===== config.mk =====
export PLATFORM = sky130hd
export DESIGN_NAME = cmd_stream_decoder
export DESIGN_NICKNAME = d
export VERILOG_FILES = /design/src/rtl/cmd_stream_pkg.sv /design/src/rtl/dsd_classify.sv /design/src/rtl/dsd_len_track.sv /design/src/rtl/dsd_irq_track.sv /design/src/rtl/dsd_status.sv /design/src/rtl/cmd_stream_decoder.sv
export SDC_FILE = /design/constraint.sdc
export NUM_CORES = 1
export LEC_CHECK = 0
export BUFFER_PORTS_ARGS = -buffer_cell sky130_fd_sc_hd__buf_4
export CORE_UTILIZATION = 44
export DETAILED_ROUTE_END_ITERATION = 6
export GPL_TIMING_DRIVEN = 0
export HOLD_SLACK_MARGIN = 0.1
export PLACE_DENSITY = 0.76
export SKIP_LAST_GASP = 1
export SYNTH_ARGS = -nofsm -noshare
export SYNTH_HDL_FRONTEND = slang
export SYNTH_SLANG_ARGS = --single-unit

===== constraint.sdc =====
create_clock -name clk -period 3.1 [get_ports clk]
set_input_delay 0.155 -clock clk [delete_from_list [all_inputs] [get_ports clk]]
set_output_delay 0.155 -clock clk [all_outputs]
set_load 0.05 [all_outputs]

===== src/rtl/cmd_stream_pkg.sv =====
package cmd_stream_pkg;
  localparam int WORD_W = 32;
  localparam int CODE_W = 7;

  localparam logic [CODE_W-1:0] LAST_LEGAL = 7'h4A;
  localparam logic [CODE_W-1:0] CODE_MARK  = 7'h07;
  localparam logic [CODE_W-1:0] CODE_ONE   = 7'h20;
  localparam logic [CODE_W-1:0] CODE_ROWV  = 7'h30;
  localparam logic [CODE_W-1:0] CODE_COLV  = 7'h31;
  localparam logic [CODE_W-1:0] CODE_DBL   = 7'h4A;

  typedef enum logic [1:0] {
    ST_IDLE   = 2'd0,
    ST_DECODE = 2'd1,
    ST_XFER   = 2'd2,
    ST_WAIT   = 2'd3
  } status_e;
endpackage


===== src/rtl/dsd_classify.sv =====
module dsd_classify
  import cmd_stream_pkg::*;
#(
  parameter int LEN_W = 10
) (
  input  logic [15:0]        cmd_hi,
  output logic [CODE_W-1:0]  code,
  output logic               irq_bit,
  output logic               is_illegal,
  output logic [LEN_W-1:0]   len
);
  logic [8:0] count;
  logic       is_unpack;

  assign code      = cmd_hi[14:8];
  assign irq_bit   = cmd_hi[15];
  assign count     = (cmd_hi[7:0] == 8'd0) ? 9'd256 : {1'b0, cmd_hi[7:0]};
  assign is_unpack = (code[6:5] == 2'b11);
  assign is_illegal = !is_unpack && (code > LAST_LEGAL);

  always_comb begin
    len = '0;
    if (is_unpack) begin
      len = LEN_W'(count);
    end else begin
      case (code)
        CODE_ONE:             len = LEN_W'(1);
        CODE_ROWV, CODE_COLV: len = LEN_W'(4);
        CODE_DBL:             len = LEN_W'({count, 1'b0});
        default:              len = '0;
      endcase
    end
  end
endmodule


===== src/rtl/dsd_len_track.sv =====
module dsd_len_track
  import cmd_stream_pkg::*;
#(
  parameter int LEN_W = 10
) (
  input  logic              clk,
  input  logic              rst_n,
  input  logic              load,
  input  logic [LEN_W-1:0]  load_len,
  input  logic [CODE_W-1:0] load_code,
  input  logic              step,
  output logic              active,
  output logic              last,
  output logic [CODE_W-1:0] cur_code
);
  logic [LEN_W-1:0] remaining;

  always_ff @(posedge clk or negedge rst_n) begin
    if (!rst_n) begin
      remaining <= '0;
      cur_code  <= '0;
    end else if (load) begin
      remaining <= load_len;
      cur_code  <= load_code;
    end else if (step) begin
      remaining <= remaining - LEN_W'(1);
    end
  end

  assign active = (remaining != '0);
  assign last   = (remaining == LEN_W'(1));
endmodule


===== src/rtl/dsd_irq_track.sv =====
module dsd_irq_track #(
  parameter int CNT_W = 4
) (
  input  logic             clk,
  input  logic             rst_n,
  input  logic [1:0]       inc,
  input  logic             clear,
  input  logic             end_evt,
  input  logic             not_marker,
  input  logic             err_set,
  output logic [CNT_W-1:0] pending,
  output logic             pend_zero,
  output logic             stall_flag,
  output logic             err_flag
);
  localparam int SUM_W = CNT_W + 2;
  localparam int MAX_I = (1 << CNT_W) - 1;
  localparam logic [SUM_W-1:0] MAX_V = SUM_W'(MAX_I);

  logic             dec;
  logic [SUM_W-1:0] sum;
  logic [CNT_W-1:0] pend_nx;
  logic             stall_evt;

  assign pend_zero = (pending == '0);
  assign dec       = clear && !pend_zero;
  assign sum       = SUM_W'(pending) + SUM_W'(inc) - SUM_W'(dec);
  assign pend_nx   = (sum > MAX_V) ? MAX_V[CNT_W-1:0] : sum[CNT_W-1:0];
  assign stall_evt = end_evt && not_marker && (sum != '0);

  always_ff @(posedge clk or negedge rst_n) begin
    if (!rst_n) begin
      pending    <= '0;
      stall_flag <= 1'b0;
      err_flag   <= 1'b0;
    end else begin
      pending <= pend_nx;
      if (stall_evt)  stall_flag <= 1'b1;
      else if (clear) stall_flag <= 1'b0;
      if (err_set)    err_flag   <= 1'b1;
    end
  end
endmodule


===== src/rtl/dsd_status.sv =====
module dsd_status
  import cmd_stream_pkg::*;
(
  input  logic       clk,
  input  logic       rst_n,
  input  logic       active,
  input  logic       in_valid,
  input  logic       pend_zero,
  input  logic       hs,
  output logic [1:0] status,
  output logic [1:0] word_ofs
);
  status_e st;

  always_comb begin
    if (active)                      st = in_valid ? ST_XFER : ST_WAIT;
    else if (in_valid && pend_zero)  st = ST_DECODE;
    else                             st = ST_IDLE;
  end
  assign status = st;

  always_ff @(posedge clk or negedge rst_n) begin
    if (!rst_n)  word_ofs <= 2'd0;
    else if (hs) word_ofs <= word_ofs + 2'd1;
  end
endmodule


===== src/rtl/cmd_stream_decoder.sv =====
module cmd_stream_decoder
  import cmd_stream_pkg::*;
#(
  parameter int LEN_W = 10,
  parameter int CNT_W = 4
) (
  input  logic             clk,
  input  logic             rst_n,
  input  logic             in_valid,
  input  logic [31:0]      in_data,
  output logic             in_ready,
  output logic             pl_valid,
  output logic [31:0]      pl_data,
  input  logic             pl_ready,
  input  logic             err_mask,
  input  logic             irq_mask,
  input  logic             irq_clear,
  output logic [1:0]       status,
  output logic             stalled,
  output logic             stall_flag,
  output logic             err_flag,
  output logic [CNT_W-1:0] irq_pending,
  output logic [1:0]       word_ofs
);
  logic [CODE_W-1:0] dec_code, cur_code, evt_code;
  logic              dec_irq, dec_illegal;
  logic [LEN_W-1:0]  dec_len;
  logic              active, last, pend_zero;
  logic              cmd_fire, pl_fire, end_evt, err_hit, irq_hit;
  logic [1:0]        inc;

  dsd_classify #(.LEN_W(LEN_W)) u_cls (
    .cmd_hi     (in_data[31:16]),
    .code       (dec_code),
    .irq_bit    (dec_irq),
    .is_illegal (dec_illegal),
    .len        (dec_len)
  );

  assign cmd_fire = !active && pend_zero && in_valid;
  assign pl_valid = active && in_valid;
  assign pl_data  = in_data;
  assign pl_fire  = pl_valid && pl_ready;
  assign in_ready = active ? pl_ready : pend_zero;
  assign stalled  = !active && !pend_zero;

  assign err_hit  = cmd_fire && dec_illegal && !err_mask;
  assign irq_hit  = cmd_fire && dec_irq && !irq_mask;
  assign inc      = {1'b0, err_hit} + {1'b0, irq_hit};
  assign end_evt  = (cmd_fire && (dec_len == '0)) || (pl_fire && last);
  assign evt_code = cmd_fire ? dec_code : cur_code;

  dsd_len_track #(.LEN_W(LEN_W)) u_len (
    .clk       (clk),
    .rst_n     (rst_n),
    .load      (cmd_fire),
    .load_len  (dec_len),
    .load_code (dec_code),
    .step      (pl_fire),
    .active    (active),
    .last      (last),
    .cur_code  (cur_code)
  );

  dsd_irq_track #(.CNT_W(CNT_W)) u_irq (
    .clk        (clk),
    .rst_n      (rst_n),
    .inc        (inc),
    .clear      (irq_clear),
    .end_evt    (end_evt),
    .not_marker (evt_code != CODE_MARK),
    .err_set    (err_hit),
    .pending    (irq_pending),
    .pend_zero  (pend_zero),
    .stall_flag (stall_flag),
    .err_flag   (err_flag)
  );

  dsd_status u_st (
    .clk       (clk),
    .rst_n     (rst_n),
    .active    (active),
    .in_valid  (in_valid),
    .pend_zero (pend_zero),
    .hs        (in_valid && in_ready),
    .status    (status),
    .word_ofs  (word_ofs)
  );
endmodule


## Yosys cells after proc, flatten, opt, wreduce, memory -nomap -nowiden

Index checks and enable logic that the tools add are counted.

| cells by class | value |
|---|---|
| add/sub/neg operators | 5 |
| $lt $le $gt $ge | 2 |
| eq/ne operators | 7 |
| mux-type cells | 13 |
| reduce and logical (&&, ||, !) cells | 31 |

Operator list:

| cell | count |
|---|---|
| 2-to-1 mux 10 bit | 3 |
| case mux 10 bit (3 select lines) | 1 |
| equality test 7 x 6 -> 1 bit, second input constant | 3 |
| logical AND 1 bit | 17 |
| equality test 10 x 1 -> 1 bit, second input constant | 1 |
| zero test 10 bit | 1 |
| nonzero test 10 bit | 1 |
| subtractor 10 x 1 -> 10 bit, second input constant | 1 |
| 2-to-1 mux 9 bit | 1 |
| zero test 8 bit | 1 |
| equality test 7 bit, second input constant | 1 |
| > comparator 7 bit, second input constant | 1 |
| 2-to-1 mux 7 bit | 1 |
| inequality test 7 x 3 -> 1 bit, second input constant | 1 |
| > comparator 6 x 4 -> 1 bit, second input constant | 1 |
| nonzero test 6 bit | 1 |
| subtractor 6 x 1 -> 6 bit | 1 |
| adder 4 x 2 -> 5 bit | 1 |
| zero test 1 bit | 5 |
| 2-to-1 mux 1 bit | 5 |
| zero test 4 bit | 1 |
| 2-to-1 mux 4 bit | 1 |
| nonzero test 2 bit | 2 |
| adder 1 x 1 -> 2 bit | 1 |
| other kinds (5) | 5 |

| storage, ports and cells | value |
|---|---|
| flip-flop bits (word level) | 25 |
| input port bits | 39 |
| output and inout bits | 45 |
| word-level logic and storage cells | 64 |

## Longest topological paths before layout

| depth | value |
|---|---|
| depth after elaboration | 12 |
| mapped depth | 15 |
| depth with buffers taken out | 14 |

## By module

A second synthesis with hierarchy kept.

| second synthesis, totals | value |
|---|---|
| cell total of the unflattened synthesis | 226 |
| area, all modules | 2082.0 sq um |

Modules (own cells, without submodules):

| module | instances | cells each | area an instance (sq um) |
|---|---|---|---|
| dsd_len_track | 1 | 86 | 884.6 |
| dsd_irq_track | 1 | 48 | 454.2 |
| cmd_stream_decoder | 1 | 52 | 386.6 |
| dsd_classify | 1 | 32 | 264.0 |
| dsd_status | 1 | 8 | 92.6 |

## Worst setup path before layout

No wires, ideal clock.

| timing | value |
|---|---|
| kind | flip-flop to flip-flop |
| start point | register u_irq.pending[2] |
| end point | register u_irq.stall_flag |
| arrival | 3.151 ns |
| path slack | -0.116 ns |
| stages on the path, launching flop included | 14 |
| period minus slack after synthesis | 3.216 ns |
| cell sequence | dfrtp_1 clkbuf_8 nor4_4 and4_1 buf_2 nand3_1 fa_1 inv_1 ha_1 nor2b_1 a21oi_1 o31a_1 a41oi_1 o22a_1 |

| between the ends | value |
|---|---|
| longest elaborated chain between the ends | 11 |
| elaborated cells on any way between the ends | 21 |
| those cells by class | add/sub: 3; eq/ne: 1; mux: 2; reduce/logical: 15 |

Ends and longest elaborated chain:

| what | RTL line | RTL |
|---|---|---|
| from (decl) | dsd_irq_track.sv:11 | `output logic [CNT_W-1:0] pending,` |
| from (signal assigned) | dsd_irq_track.sv:37 | `pending <= pend_nx;` |
| zero test 4 bit | dsd_irq_track.sv:25 | `assign pend_zero = (pending == '0);` |
| logical AND 1 bit (2 in series) | cmd_stream_decoder.sv:40 | `assign cmd_fire = !active && pend_zero && in_valid;` |
| logical AND 1 bit, on equally long branches (2 in series) | cmd_stream_decoder.sv:47, cmd_stream_decoder.sv:48 |  |
| adder 1 x 1 -> 2 bit | cmd_stream_decoder.sv:49 | `assign inc = {1'b0, err_hit} + {1'b0, irq_hit};` |
| adder 4 x 2 -> 5 bit | dsd_irq_track.sv:27 | `assign sum = SUM_W'(pending) + SUM_W'(inc) - SUM_W'(dec);` |
| subtractor 6 x 1 -> 6 bit | dsd_irq_track.sv:27 |  |
| nonzero test 6 bit | dsd_irq_track.sv:29 | `assign stall_evt = end_evt && not_marker && (sum != '0);` |
| logical AND 1 bit (*) | dsd_irq_track.sv:29 |  |
| 2-to-1 mux 1 bit / nonzero test 2 bit (equally long branches) | - |  |
| to (signal assigned) | dsd_irq_track.sv:34 | `stall_flag <= 1'b0;` |
| to (signal assigned) | dsd_irq_track.sv:38 | `if (stall_evt) stall_flag <= 1'b1;` |
| to (signal assigned) | dsd_irq_track.sv:39 | `else if (clear) stall_flag <= 1'b0;` |
| to (decl) | dsd_irq_track.sv:13 | `output logic stall_flag,` |

Every way passes the cells marked *; elsewhere a longest branch is shown, timed or not.
A chain may end at the register's enable or synchronous reset.

## Final worst setup path

| timing | value |
|---|---|
| start point | register u_len.remaining[8] |
| end point | register u_irq.stall_flag |

| between the ends | value |
|---|---|
| longest elaborated chain between the ends | 12 |
| elaborated cells on any way between the ends | 24 |
| those cells by class | add/sub: 3; eq/ne: 2; mux: 2; reduce/logical: 17 |

Ends and longest elaborated chain:

| what | RTL line | RTL |
|---|---|---|
| from (decl) | dsd_len_track.sv:16 | `logic [LEN_W-1:0] remaining;` |
| from (signal assigned) | dsd_len_track.sv:23 | `remaining <= load_len;` |
| from (signal assigned) | dsd_len_track.sv:26 | `remaining <= remaining - LEN_W'(1);` |
| nonzero test 10 bit | dsd_len_track.sv:30 | `assign active = (remaining != '0);` |
| zero test 1 bit | cmd_stream_decoder.sv:40 |  |
| logical AND 1 bit (2 in series) | cmd_stream_decoder.sv:40 |  |
| logical AND 1 bit, on equally long branches (2 in series) | cmd_stream_decoder.sv:47, cmd_stream_decoder.sv:48 |  |
| adder 1 x 1 -> 2 bit | cmd_stream_decoder.sv:49 |  |
| adder 4 x 2 -> 5 bit | dsd_irq_track.sv:27 |  |
| subtractor 6 x 1 -> 6 bit | dsd_irq_track.sv:27 |  |
| nonzero test 6 bit | dsd_irq_track.sv:29 |  |
| logical AND 1 bit (*) | dsd_irq_track.sv:29 |  |
| 2-to-1 mux 1 bit / nonzero test 2 bit (equally long branches) | - |  |

Marked as above.

==> run metrics <==
Sw Pwr 0.780 mW; fmax 332 MHz; CTS max path bufs 2; Total GRT Usage 19.8%; final hold vios 0; RR Endpoint u_irq.stall_flag; routed vias 2,036; Clock power frac 12.2%; synth-to-layout area growth 34.1%; Total Power 1.64 mW; Slew @ Worst Pin 0.689 ns; final-report setup violation count 0; CTS root buf clkbuf_8; number of global-route vias before repair 1,848; net count of the mapped netlist 286; flop2flop setup slack 0.08 ns; largest net degree at the start of global routing 26; row count 24; failing checks design-rule violations; DRC 5; Critical R2R Launch u_len.remaining[8]; Iteration-0 DRC Markers 112; Most Used Layer, Global Route met2; Post-Route Skew 0.00269 ns; CORE AREA 0.00447 mm2; DRT Wirelength 5.17 mm; initial antenna violation count 0; max_slew headroom 53.7%; I/O pin count 84; Cell variety after synth 55; worst-path maximum fanout 5; layout cells sized above 1 44.1%; synth warn 0; antenna cells 0; post-synthesis register bit count 25; Fill cells 417; Mapped Cells 240; Final min period 3.02 ns; hold path cells 3; DP Area 0.00267 mm2; Comb pwr share 52.6%; GR Layer Usage met2 33.7%; P_leak 1.33 nW; most common cell after layout, fill and taps aside buf_4; wire per inst 14.1 um; Sw Ratio 47.6%; critical path required time 3.31 ns; Most used DFF post-synth dfrtp_1; CP endpoint kind register; CTS tree done; GP Congestion 0.838; first drt pass iteration count 6; clk slew on worst S/H paths 0.09 ns; post-route cell area 0.00282 mm2; Synth Cell Area 0.00210 mm2; met1 usage 27.2%; Crit Path Category reg -> reg; grt total ovfl 0; P per Cell Area 582 mW/mm2; I/O Buffers 66; Post-synth ARST share 100%; r2r worst-path depth 11; CTS Buf Count 3; Avg Synthesized Cell Area 8.75 um2; Die Ht 71.1 um; placed wire-length estimate 3.84 mm; Startpoint Class register; number of synthesized flops with an enable pin 0; fin nets 362; GR Layer Usage met3 1.57%; VDD IR max 363 uV; die area 0.00505 mm2; status complete, but fails checks; Power Internal 0.860 mW; fin cells 367; clock sinks 25; sequential share of the synthesized area 29.8%; Final Slew Violations 0; Clock Latency Late Sink 0.27 ns; CTS H-Tree Depth 1; # placed instances 358; Detail Route Antenna Nets 0; endpoint arrival time on the critical path 3.23 ns; sequential cell fraction of total power 35.2%; Hold Crit Class in -> reg; first-pass GRT wire length 8.11 mm; Starting Density 46.9%; Via density 5.55; start point of the worst hold path in_data[24]; max-cap viol count 0; most frequent cells in the layout buf_4 (103), nand2_1 (35), dfrtp_1 (23); RSZ-0062 raised after global routing yes; die width 71.1 um; period utilization 97.3%; Worst Hold End u_len.cur_code[0]
[logic make-up after synthesis]
kind of cell,share of synthesized area (%)
AO/OA/AOI/OAI,19.3
XOR/XNOR,2.09
adder cells (fa/ha/maj),4.53
buffers and inverters,19.1
flip-flops,29.8
multiplexers,1.01
AND/OR/NAND/NOR,24.2
[power groups by stage]
stage	Combinational (mW)	Clock, mW	Sequential (mW)
after floorplan	0.458	0	0.683
after global placement	0.781	0	0.568
after detailed placement	0.802	0	0.572
after CTS	0.816	0.201	0.567
after global routing	0.924	0.207	0.591
final	0.863	0.199	0.578
[layout make-up]
class / count / area, um2 / area share (%)
buffer: 42 / 352 / 12.5
inverter: 15 / 56.3 / 2.00
sequential: 25 / 628 / 22.3
timing repair buffer: 71 / 536 / 19.0
multi-input combinational: 158 / 1130 / 40.2
clock buffer: 3 / 41.3 / 1.47
clock inverter: 1 / 7.51 / 0.267
tap: 52 / 65.1 / 2.31
[sequential cells by signal, indices dropped and copies added, names as in the netlist]
name              cells
u_len.remaining      10
u_len.cur_code        7
u_st.word_ofs         2
u_irq.stall_flag      1
u_irq.err_flag        1
u_irq.pending         4
[layer usage]
layer  wire, um  part of all wire (%)
met3        369                   7.1
met4         54                   1.0
met5          0                     0
met1       2310                    45
met2       2430                    47
[stage by stage]
step / TNS (ns) / hold WS (ns) / util [%] / setup WS (ns)
floorplan: 0 / -0.141 / - / 0.0185
global placement: -0.462 / 0.0796 / 59.6 / -0.175
global route: -0.176 / 0.143 / 62.9 / -0.0586
CTS: 0 / 0.116 / 61.8 / 0.0340
detailed placement: -0.711 / 0.0775 / 59.6 / -0.249
finish: 0 / 0.119 / 62.9 / 0.0839
[cells in the mapped netlist (2+ instances only)]
master    instances  share of area [%]
nor2b_1           3               0.89
nand2_1          35                6.3
nor4b_1           2               0.83
a41oi_1           3                1.3
a211oi_1          2               0.71
inv_1            15                2.7
nand4b_1          2               0.83
buf_4            33                 12
nand3b_1          3                1.1
nand3_1           5                1.2
nor4_4            2                2.0
a22oi_1           7                2.5
xnor2_1           5                2.1
ha_1              6                3.6
a31o_2            2               0.83
and4_1            2               0.83
dfrtp_1          25                 30
o21ai_0          12                2.9
a22o_1            4                1.7
a21oi_1          11                2.6
o22a_1            2               0.83
buf_6             2                1.1
nor3b_1           2               0.71
nor4_1            4                1.2
buf_2             2               0.48
nand4_1           3               0.89
or4_4             2                1.1
and2_1            4                1.2
a32o_1            2               0.95
nor2_1            6                1.1
nor3_1            6                1.4
clkbuf_8          3                2.0
[worst max path at each step]
stage | from | end | slack (ns) | cells after the start
after floorplan | u_irq.pending[2] | u_irq.stall_flag | 0.02 | 12
after global placement | u_irq.pending[2] | u_irq.stall_flag | -0.18 | 13
after detailed placement | u_irq.pending[2] | u_irq.stall_flag | -0.25 | 13
after CTS | u_irq.pending[2] | u_irq.stall_flag | 0.03 | 12
after global routing | u_irq.pending[2] | u_irq.stall_flag | -0.06 | 13
final | u_len.remaining[8] | u_irq.stall_flag | 0.08 | 11
[worst max-delay path: stages, from the launching register on]
cell and delay (ns):
dfrtp_1 0.46, nor4_1 0.36, and4_1 0.26, buf_6 0.12, nand3b_1 0.10, fa_2 0.54, ha_2 0.18, nor2b_4 0.18
a21oi_1 0.08, o31a_1 0.31, a41oi_2 0.18, o22a_1 0.16
[what timing repair did]
item | 4_1_cts | 5_1_grt
hold buffers | 1 | 0
resized for setup | 6 | 6
buffers inserted | 2 | 2
pin swaps | 2 | 2
endpoints found under the hold margin | 25 | 0
setup endpoints to repair | 4 | 4
(Power assumes the default switching activity.)
